File: config.mk
export PLATFORM = sky130hd
export DESIGN_NAME = loop_code_detector
export DESIGN_NICKNAME = d
export VERILOG_FILES = /design/src/rtl/lcd_pkg.sv /design/src/rtl/lcd_window_timer.sv /design/src/rtl/lcd_phase_matcher.sv /design/src/rtl/lcd_persist.sv /design/src/rtl/lcd_remote_ctl.sv /design/src/rtl/loop_code_detector.sv
export SDC_FILE = /design/constraint.sdc
export NUM_CORES = 1
export LEC_CHECK = 0
export ABC_AREA = 1
export BUFFER_PORTS_ARGS = -buffer_cell sky130_fd_sc_hd__buf_2
export CAP_MARGIN = 20
export CORE_UTILIZATION = 40
export CTS_BUF_LIST = sky130_fd_sc_hd__clkbuf_16
export DETAILED_ROUTE_END_ITERATION = 10
export PLACE_DENSITY_LB_ADDON = 0.05
export SETUP_SLACK_MARGIN = 0.15
export SLEW_MARGIN = 30
export SYNTH_ARGS = -nofsm -noshare
export SYNTH_HDL_FRONTEND = slang
export SYNTH_SLANG_ARGS = --single-unit
File: constraint.sdc
create_clock -name clk -period 3.2 [get_ports clk]
set_input_delay 0.48 -clock clk [delete_from_list [all_inputs] [get_ports clk]]
set_output_delay 0.48 -clock clk [all_outputs]
set_load 0.05 [all_outputs]
File: src/rtl/lcd_pkg.sv
package lcd_pkg;

  typedef enum logic [1:0] {
    DET_OFF  = 2'b00,
    DET_UP   = 2'b01,
    DET_DOWN = 2'b10,
    DET_AUTO = 2'b11
  } det_mode_e;

  // Number of consecutive matching windows that cover strictly more than
  // the persistence period.
  function automatic int need_windows(input int persist_cyc, input int win_bits);
    return persist_cyc / win_bits + 1;
  endfunction

  // Pattern index expected at position pos when aligned at phase ofs.
  function automatic int wrap_idx(input int pos, input int ofs, input int plen);
    return (pos + ofs) % plen;
  endfunction

endpackage

File: src/rtl/lcd_window_timer.sv
module lcd_window_timer #(
  parameter int WIN_BITS = 40
) (
  input  logic clk,
  input  logic rst_n,
  output logic win_last
);
  localparam int WW = $clog2(WIN_BITS);
  localparam logic [WW-1:0] LAST = WW'(WIN_BITS - 1);

  logic [WW-1:0] wpos;

  always_ff @(posedge clk) begin
    if (!rst_n)            wpos <= '0;
    else if (wpos == LAST) wpos <= '0;
    else                   wpos <= wpos + 1'b1;
  end

  assign win_last = (wpos == LAST);

  // window position never leaves its range
  assert_wpos_range_R3: assert property (@(posedge clk) disable iff (!rst_n)
    wpos <= LAST);

  // a window close is followed by a fresh window
  assert_window_restart_R3: assert property (@(posedge clk) disable iff (!rst_n)
    win_last |=> !win_last);

endmodule

File: src/rtl/lcd_phase_matcher.sv
module lcd_phase_matcher #(
  parameter int              PLEN     = 5,
  parameter logic [PLEN-1:0] PATTERN  = '0,
  parameter int              WIN_BITS = 40,
  parameter int              MAX_ERR  = 2
) (
  input  logic clk,
  input  logic rst_n,
  input  logic rx_bit,
  input  logic win_last,
  output logic win_match
);
  localparam int EW = $clog2(WIN_BITS + 1);
  localparam int PW = $clog2(PLEN);
  localparam logic [EW-1:0] MAX_E = EW'(MAX_ERR);
  localparam logic [PW-1:0] PLAST = PW'(PLEN - 1);

  logic [PW-1:0]   pos;
  logic [PLEN-1:0] phase_ok;

  always_ff @(posedge clk) begin
    if (!rst_n)             pos <= '0;
    else if (pos == PLAST)  pos <= '0;
    else                    pos <= pos + 1'b1;
  end

  for (genvar p = 0; p < PLEN; p++) begin : g_phase
    logic [EW-1:0] err_cnt;
    logic [EW-1:0] tally;
    logic [PW-1:0] exp_idx;
    logic          miss;

    assign exp_idx = PW'(lcd_pkg::wrap_idx(int'(pos), p, PLEN));
    assign miss    = rx_bit ^ PATTERN[exp_idx];
    assign tally   = err_cnt + EW'(miss);
    assign phase_ok[p] = (tally <= MAX_E);

    always_ff @(posedge clk) begin
      if (!rst_n)        err_cnt <= '0;
      else if (win_last) err_cnt <= '0;
      else               err_cnt <= tally;
    end

    // per-phase error tally only resets at window close
    assert_err_reset_R1: assert property (@(posedge clk) disable iff (!rst_n)
      win_last |=> (err_cnt == '0));
  end

  assign win_match = |phase_ok;

endmodule

File: src/rtl/lcd_persist.sv
module lcd_persist #(
  parameter int NEED = 6
) (
  input  logic clk,
  input  logic rst_n,
  input  logic enable,
  input  logic win_last,
  input  logic win_match,
  output logic flag,
  output logic set_evt
);
  localparam int CW = $clog2(NEED + 1);
  localparam logic [CW-1:0] NEED_C = CW'(NEED);

  logic [CW-1:0] run_cnt;
  logic          fail_evt;

  assign set_evt  = enable && win_last && win_match && (run_cnt == NEED_C - 1'b1);
  assign fail_evt = enable && win_last && !win_match;

  always_ff @(posedge clk) begin
    if (!rst_n || !enable) begin
      run_cnt <= '0;
      flag    <= 1'b0;
    end else if (win_last) begin
      if (win_match) begin
        if (run_cnt != NEED_C) run_cnt <= run_cnt + 1'b1;
        if (set_evt)           flag    <= 1'b1;
      end else begin
        run_cnt <= '0;
        flag    <= 1'b0;
      end
    end
  end

  // a flag only rises at the close of a matching window
  assert_rise_on_window_R3: assert property (@(posedge clk) disable iff (!rst_n)
    $rose(flag) |-> $past(set_evt));

  // a failed window leaves the flag low
  assert_fail_clears_R5: assert property (@(posedge clk) disable iff (!rst_n)
    fail_evt |=> !flag);

  // a disabled detector reports nothing
  assert_disabled_quiet_R6: assert property (@(posedge clk) disable iff (!rst_n)
    !enable |=> !flag);

  // run counter saturates
  assert_no_overflow_R4: assert property (@(posedge clk) disable iff (!rst_n)
    run_cnt <= NEED_C);

endmodule

File: src/rtl/lcd_remote_ctl.sv
module lcd_remote_ctl (
  input  logic clk,
  input  logic rst_n,
  input  logic auto_mode,
  input  logic tx_loopup_active,
  input  logic up_set_evt,
  input  logic down_set_evt,
  output logic remote_lb
);
  always_ff @(posedge clk) begin
    if (!rst_n || !auto_mode)          remote_lb <= 1'b0;
    else if (down_set_evt)             remote_lb <= 1'b0;
    else if (up_set_evt && !tx_loopup_active) remote_lb <= 1'b1;
  end

  // request only exists in automatic mode
  assert_auto_only_R8: assert property (@(posedge clk) disable iff (!rst_n)
    !auto_mode |=> !remote_lb);

  // loop-down confirmation releases the request
  assert_down_release_R8: assert property (@(posedge clk) disable iff (!rst_n)
    down_set_evt |=> !remote_lb);

  // local loop-up transmission blocks activation
  assert_tx_blocks_R9: assert property (@(posedge clk) disable iff (!rst_n)
    tx_loopup_active |=> !$rose(remote_lb));

endmodule

File: src/rtl/loop_code_detector.sv
module loop_code_detector #(
  parameter int WIN_BITS    = 40,
  parameter int MAX_ERR     = 2,
  parameter int PERSIST_CYC = 7720000
) (
  input  logic       clk,
  input  logic       rst_n,
  input  logic       rx_bit,
  input  logic [1:0] det_en,
  input  logic       tx_loopup_active,
  output logic       loopup_det,
  output logic       loopdown_det,
  output logic       remote_lb
);
  import lcd_pkg::*;

  localparam int NEED = need_windows(PERSIST_CYC, WIN_BITS);

  det_mode_e mode;
  logic      win_last;
  logic      up_match, down_match;
  logic      up_enable, down_enable;
  logic      up_set_evt, down_set_evt;
  logic      auto_mode;

  assign mode        = det_mode_e'(det_en);
  assign auto_mode   = (mode == DET_AUTO);
  assign up_enable   = (mode == DET_UP) || (auto_mode && !tx_loopup_active);
  assign down_enable = (mode == DET_DOWN) || auto_mode;

  lcd_window_timer #(.WIN_BITS(WIN_BITS)) u_win (
    .clk(clk), .rst_n(rst_n), .win_last(win_last)
  );

  lcd_phase_matcher #(.PLEN(5), .PATTERN(5'b10000), .WIN_BITS(WIN_BITS),
                      .MAX_ERR(MAX_ERR)) u_up_match (
    .clk(clk), .rst_n(rst_n), .rx_bit(rx_bit), .win_last(win_last),
    .win_match(up_match)
  );

  lcd_phase_matcher #(.PLEN(3), .PATTERN(3'b100), .WIN_BITS(WIN_BITS),
                      .MAX_ERR(MAX_ERR)) u_down_match (
    .clk(clk), .rst_n(rst_n), .rx_bit(rx_bit), .win_last(win_last),
    .win_match(down_match)
  );

  lcd_persist #(.NEED(NEED)) u_up_persist (
    .clk(clk), .rst_n(rst_n), .enable(up_enable), .win_last(win_last),
    .win_match(up_match), .flag(loopup_det), .set_evt(up_set_evt)
  );

  lcd_persist #(.NEED(NEED)) u_down_persist (
    .clk(clk), .rst_n(rst_n), .enable(down_enable), .win_last(win_last),
    .win_match(down_match), .flag(loopdown_det), .set_evt(down_set_evt)
  );

  lcd_remote_ctl u_ctl (
    .clk(clk), .rst_n(rst_n), .auto_mode(auto_mode),
    .tx_loopup_active(tx_loopup_active), .up_set_evt(up_set_evt),
    .down_set_evt(down_set_evt), .remote_lb(remote_lb)
  );

  // single-code modes keep the other flag low
  assert_up_only_R7: assert property (@(posedge clk) disable iff (!rst_n)
    (mode == DET_UP) |=> !loopdown_det);
  assert_down_only_R7: assert property (@(posedge clk) disable iff (!rst_n)
    (mode == DET_DOWN) |=> !loopup_det);

  // request rises together with loop-up confirmation
  assert_lb_follows_up_R8: assert property (@(posedge clk) disable iff (!rst_n)
    $rose(remote_lb) |-> $rose(loopup_det));

  // no loop-up flag while local loop-up is sent in automatic mode
  assert_up_suppressed_R9: assert property (@(posedge clk) disable iff (!rst_n)
    (auto_mode && tx_loopup_active) |=> !loopup_det);

endmodule

* Word level (Yosys, flattened, before mapping)
Memories as Yosys holds them, arrays and structs flattened.
Index checks and enable logic that the tools add are counted.
** Word-level totals
- Register bits :: 98
- Memory bits (read-only) :: 40
- Input bits :: 6
- Output and inout bits :: 3
- Logic and storage cells :: 134
- Memories kept :: 5
** Operators by class
- Add/subtract/negate cells :: 19
- Div/mod/pow operators :: 8
- Order comparisons :: 16
- Equal/unequal tests :: 14
- Multiplexer cells :: 19
- Bitwise logic cells :: 9
- Reduce and logical (&&, ||, !) cells :: 28
** Memory list
- (no name shown) :: words 8, width 1, read ports 1, clocked after memory_dff 0, wr ports 0, line lcd_phase_matcher.sv:34 : assign miss = rx_bit ^ PATTERN[exp_idx];
- (no name shown) :: words 8, width 1, read ports 1, clocked after memory_dff 0, wr ports 0, line lcd_phase_matcher.sv:34
- (no name shown) :: words 8, width 1, read ports 1, clocked after memory_dff 0, wr ports 0, line lcd_phase_matcher.sv:34
- (no name shown) :: words 8, width 1, read ports 1, clocked after memory_dff 0, wr ports 0, line lcd_phase_matcher.sv:34
- (no name shown) :: words 8, width 1, read ports 1, clocked after memory_dff 0, wr ports 0, line lcd_phase_matcher.sv:34
** Operator list (count)
- modulo 32 x 4 -> 32 bit (second input constant) :: 4
- two-way mux 18 bit :: 4
- modulo 32 x 3 -> 32 bit (second input constant) :: 2
- adder 6 x 1 -> 6 bit :: 8
- less-or-equal comparator 6 x 2 -> 1 bit (second input constant) :: 8
- adder 18 x 1 -> 18 bit (second input constant) :: 2
- == test 18 bit (second input constant) :: 2
- != test 18 bit (second input constant) :: 2
- modulo 3 x 3 -> 32 bit (second input constant) :: 1
- modulo 4 x 4 -> 32 bit (second input constant) :: 1
- < comparator 3 x 4 -> 1 bit (second input constant) :: 5
- two-way mux 1 bit :: 12
- < comparator 2 x 3 -> 1 bit (second input constant) :: 3
- adder 3 x 2 -> 4 bit (second input constant) :: 2
- logical AND 1 bit :: 8
- AND reduction 2 bit :: 4
- OR reduction 2 bit :: 4
- bitwise XOR 1 bit :: 8
- adder 6 x 1 -> 6 bit (second input constant) :: 1
- binary-select mux 1 bit (select 2 bit) :: 3
- == test 2 bit (second input constant) :: 3
- == test 6 bit (second input constant) :: 1
- != test 2 bit (second input constant) :: 3
- logical NOT 1 bit :: 5
- other kinds (13) :: 17

* Logic depth before layout (Yosys ltp)
- Word-level depth :: 12
- Mapped depth :: 27
- Mapped depth without buffers :: 26

* Modules after synthesis
Synthesis repeated with hierarchy kept, for this count alone.
** Second synthesis, totals
- Cells, all modules :: 875
- Area total of the unflattened synthesis :: 6008.3 µm²
** By module, submodules not included
- lcd_persist :: instances 2, cells each 203, area an instance 1290.0 µm², sequential area each 380.4 µm²
- lcd_phase_matcher at u_up_match :: instances 1, cells each 282, area an instance 2053.2 µm², sequential area each 660.6 µm²
- lcd_phase_matcher at u_down_match :: instances 1, cells each 139, area an instance 1031.0 µm², sequential area each 400.4 µm²
- lcd_window_timer :: instances 1, cells each 34, area an instance 267.8 µm², sequential area each 120.1 µm²
- lcd_remote_ctl :: instances 1, cells each 9, area an instance 52.6 µm², sequential area each 20.0 µm²
- loop_code_detector :: instances 1, cells each 5, area an instance 23.8 µm², sequential area each 0.0 µm²

* Worst setup path after synthesis
OpenSTA, ideal clock, no wires.
- Path type :: flip-flop to flip-flop
- Start point :: reg u_up_match.pos[0]
- End point :: reg u_up_persist.run_cnt[11]
- Setup time :: 0.070 ns
- Arrival time :: 3.435 ns
- Data required time :: 3.130 ns
- Path slack :: -0.305 ns
- Cell stages (with the launch flop) :: 25
- Buffers on the path :: 1
- Period minus slack after synthesis :: 3.505 ns
- Path through :: dfxtp_1 inv_1 ha_1 inv_1 ha_1 inv_1 ha_1 inv_1 ha_1 nor2_1 nor2_1 o21ai_0 nand2_1 xor2_1 ha_1 nand2_1 nor2_1 xnor2_1 nand2_1 nor2_1 nor2_2 nand3_2 buf_4 nand3_1 a21oi_1
** Between the ends
- Cells in the longest elaborated chain, start to end :: 10
- Elaborated cells on any way between the ends :: 38
- Those cells by class :: add/sub (9); div (5); order compare (5); eq/ne (1); mux (6); bitwise (5); reduce/logical (2); memory (5)
** Ends and longest elaborated chain
- start, declared :: line lcd_phase_matcher.sv:18 : logic [PW-1:0] pos;
- start signal, assigned :: line lcd_phase_matcher.sv:24 : else pos <= pos + 1'b1;
- adder 3 x 1 -> 4 bit (tied with other cells) :: line lcd_pkg.sv:18 : return (pos + ofs) % plen;
- modulo 32 x 4 -> 32 bit :: line lcd_pkg.sv:18
- memory (8 x 1 bit)
- two-way mux 1 bit (not written as such) :: line lcd_phase_matcher.sv:34
- bitwise XOR 1 bit :: line lcd_phase_matcher.sv:34
- adder 6 x 1 -> 6 bit :: line lcd_phase_matcher.sv:35 : assign tally = err_cnt + EW'(miss);
- less-or-equal comparator 6 x 2 -> 1 bit :: line lcd_phase_matcher.sv:36 : assign phase_ok[p] = (tally <= MAX_E);
- OR reduction 5 bit * :: line lcd_phase_matcher.sv:49 : assign win_match = |phase_ok;
- != test 2 bit (no line)
- AND reduction 2 bit (no line)
- end signal, assigned :: line lcd_persist.sv:27 : if (run_cnt != NEED_C) run_cnt <= run_cnt + 1'b1;
- end, declared :: line lcd_persist.sv:15 : logic [CW-1:0] run_cnt;
Mark *: on every way between the ends. The rest lies on a longest branch, timed or not. The select of a mux whose other input is x is not followed.
A chain may end at the register's enable or synchronous reset.

* Worst setup path in the final report
- Start point :: reg u_up_match.pos[1]
- End point :: reg u_up_persist.run_cnt[14]
Same word-level chain as after synthesis.

==> metrics <==
Final Util=0.511; CP Data Required Time=3.47 ns; I/O Buffers=8; Max clock buf depth=2; Final setup viols=20; width of the chip=123 um; syn_nets=869; WP data arrival=3.70 ns; # hold bufs at CTS=0; post-synth top area share=0.336; crit path max fanout=5; first-pass GRT wire length=22.1 mm; Root Driver=clkbuf_16; Final HPWL DP=8.81 mm; TritonRoute pass-1 iters=5; Routed Antenna Nets=0; Yosys cell types=32; DRC Markers=0; Slew @ Worst Pin=0.646 ns; Final Hold Fails=0; Post-Place Worst Slack=-0.250 ns; Skew-Pair Late Insertion Delay=0.35 ns; Overflow after GRT=0; leak pwr=0.00296 uW; CTS sink count=98; most frequent CP cell=ha_4; slowest stage delay, CP=0.37 ns; row cnt=43; CTS tree=done; Nets=926; Most used DFF post-synth=dfxtp_1; largest cells by area after synthesis=dfxtp_1, ha_1, nand2_1; Min Clock Period, post-route=3.43 ns; cts bufs inserted=9; # diodes=0; largest net degree at the start of global routing=54; post-synthesis area per instance=7.09 sq um; worst min path class=in2reg; Yosys reg bits=98; EDFF count, synth=0; worst hold stages=3; initial DRC count=254; status=complete, but fails checks; leading area contributor after synthesis=dfxtp_1; Crit. End Element=flip-flop; clock-pin slew on the worst setup and hold paths=0.07 ns; share of the yosys chip area belonging to registers=0.336; Async SR Flop Fraction=0; gr usage total=0.184; io pins=9; Synth Cell Area=0.00583 sq mm; final WL=13.0 mm; critical path cell sequence=inv_4, ha_4, inv_4, ha_4, inv_6, ha_4, inv_1, ha_4, nor2_4, o21ai_1, nand4_1, nand2_1, xor2_2, ha_2, nand3_1, o21ai_1, nand3_1, nor2_2, nor2_4, nand2_4, clkbuf_16, nand4_1, a21oi_1; full die area=0.0151 sq mm; RSZ-0062 raised after global routing=true; worst r2r path cells=23; DR WL/cell=12.3 um; Power per Cell Area=450 mW/mm^2; max_slew headroom=0.568; number of vias per cell=5.00; Slew Limit Fails=0; Critical Path End=u_up_persist.run_cnt[14]; Crit. Startpoint=u_up_match.pos[1]; max_cap viols=0; Final period util=1.07; Placeable Area=0.0140 sq mm; routability congestion estimate=0.873; vias in the first global route=4936; Setup CP Type=reg2reg; initial antenna violation count=0; RR Startpoint=u_up_match.pos[1]; Fin Clk Skew=0.00677 ns; Critical-path top delay cell=dfxtp_4; fill count=1391; Die H=123 um; FF-to-FF setup slack=-0.23 ns; CP Launch Type=flip-flop; final setup margin=-0.231 ns; H-tree depth=3; layout cells sized above 1=0.173; failing checks=setup timing; Peak VDD IR=0.288 mV; Starting Density=0.415; Syn. warnings=0; Synth Instances=822; Via Count=5317; Area Growth Syn to Fin=23.1%; Max Freq=0.291 GHz; FF-to-FF End=u_up_persist.run_cnt[14]
==> registers in the layout, indices dropped and copies added, names as in the netlist <==
register	cells
u_ctl.remote_lb	1
u_down_match.pos	2
u_up_match.pos	3
u_down_match.g_phase.err_cnt	18
u_win.wpos	6
u_up_persist.flag	1
u_up_persist.run_cnt	18
u_up_match.g_phase.err_cnt	30
u_down_persist.flag	1
u_down_persist.run_cnt	18
==> cell type report <==
type	instances	area [sq um]	area share
Multi-Input combinational cell	583	3610	0.503
Tap cell	180	225	0.0314
Timing Repair Buffer	69	599	0.0835
Inverter	118	458	0.0638
Clock inverter	7	83.8	0.0117
Sequential cell	98	1970	0.275
Clock buffer	9	225	0.0314
==> worst max-delay path, delay by kind of cell (launching register included) <==
kind	cells	cell delay [ns]
fa+ha+maj	5	1.01
compound gates	3	0.45
simple gates	9	0.89
buf+inv	5	0.40
flops	1	0.37
xor+xnor	1	0.21
==> synth_stat cells (10+ instances only) <==
cell / number
inv_1: 117
nand4_1: 55
nand2_1: 123
buf_2: 10
a21oi_1: 51
nor2_1: 113
nor3_1: 15
ha_1: 41
o21ai_0: 15
xor2_1: 40
nand3_1: 81
xnor2_1: 19
clkbuf_1: 11
dfxtp_1: 98
==> report_power, final <==
part | leakage (uW) | internal (uW) | switching, uW
Combinational | 0.00202 | 362 | 393
Clock | 0.000149 | 621 | 506
Sequential | 0.000796 | 1290 | 53.7
Total | 0.00296 | 2270 | 953
==> per-stage QoR <==
step                      total power [uW]  hold slack, ns  instance area (sq um)  setup TNS (ns)  cells
after floorplan                       1830           0.427                   6000               0    822
after global placement                2030           0.439                   6530           -2.78   1032
after detailed placement              2050           0.451                   6540           -4.02   1032
after CTS                             3210           0.455                   6900           -2.96   1049
after global routing                  3450           0.479                   7180           -8.15   1064
final                                 3230           0.460                   7180           -3.65   1064
==> layer usage <==
metal / global-route usage / part of all wire
met3: 0.0283 / 0.032
met5: 0 / 0
met2: 0.306 / 0.47
met4: 0.0755 / 0.016
met1: 0.235 / 0.48
==> how the worst min path moves through the flow <==
stage | startpoint | end | slack, ns
6_report | det_en[0] | u_ctl.remote_lb | 0.46
5_1_grt | det_en[0] | u_ctl.remote_lb | 0.48
4_1_cts | det_en[0] | u_ctl.remote_lb | 0.45
3_5_place_dp | u_win.wpos[0] | u_win.wpos[0] | 0.45
3_3_place_gp | u_down_match.pos[0] | u_down_match.pos[0] | 0.44
2_1_floorplan | u_down_match.pos[0] | u_down_match.pos[0] | 0.43
==> cell usage in the layout (no fill, tap or decap), drive strengths merged, types with 2 or more instances in the layout <==
master	Yosys	routed
nand3	84	86
o21ai	16	16
dfxtp	98	98
nand4	56	56
a21oi	51	51
clkbuf	11	11
nor2	115	115
nand3b	3	3
or2	3	3
ha	41	41
o221ai	2	2
nor3b	2	2
xor2	40	40
inv	117	121
nand2	126	126
clkinv	1	2
buf	14	67
xnor2	19	19
nor3	16	16
nor4	4	4
==> repair_timing <==
action                     4_1_cts  5_1_grt
resized for setup               10       26
setup endpoints to repair       20       20
pin swaps                        1       33
buffers inserted                 0       11
cloned                           1        4
==> kinds of logic after synthesis <==
kind of cell,share of synthesized area
adder cells (fa/ha/maj),0.0880
buffers and inverters,0.0974
XOR/XNOR,0.0886
flip-flops,0.336
AO/OA/AOI/OAI,0.0667
AND/OR/NAND/NOR,0.323
(Power assumes the default switching activity.)
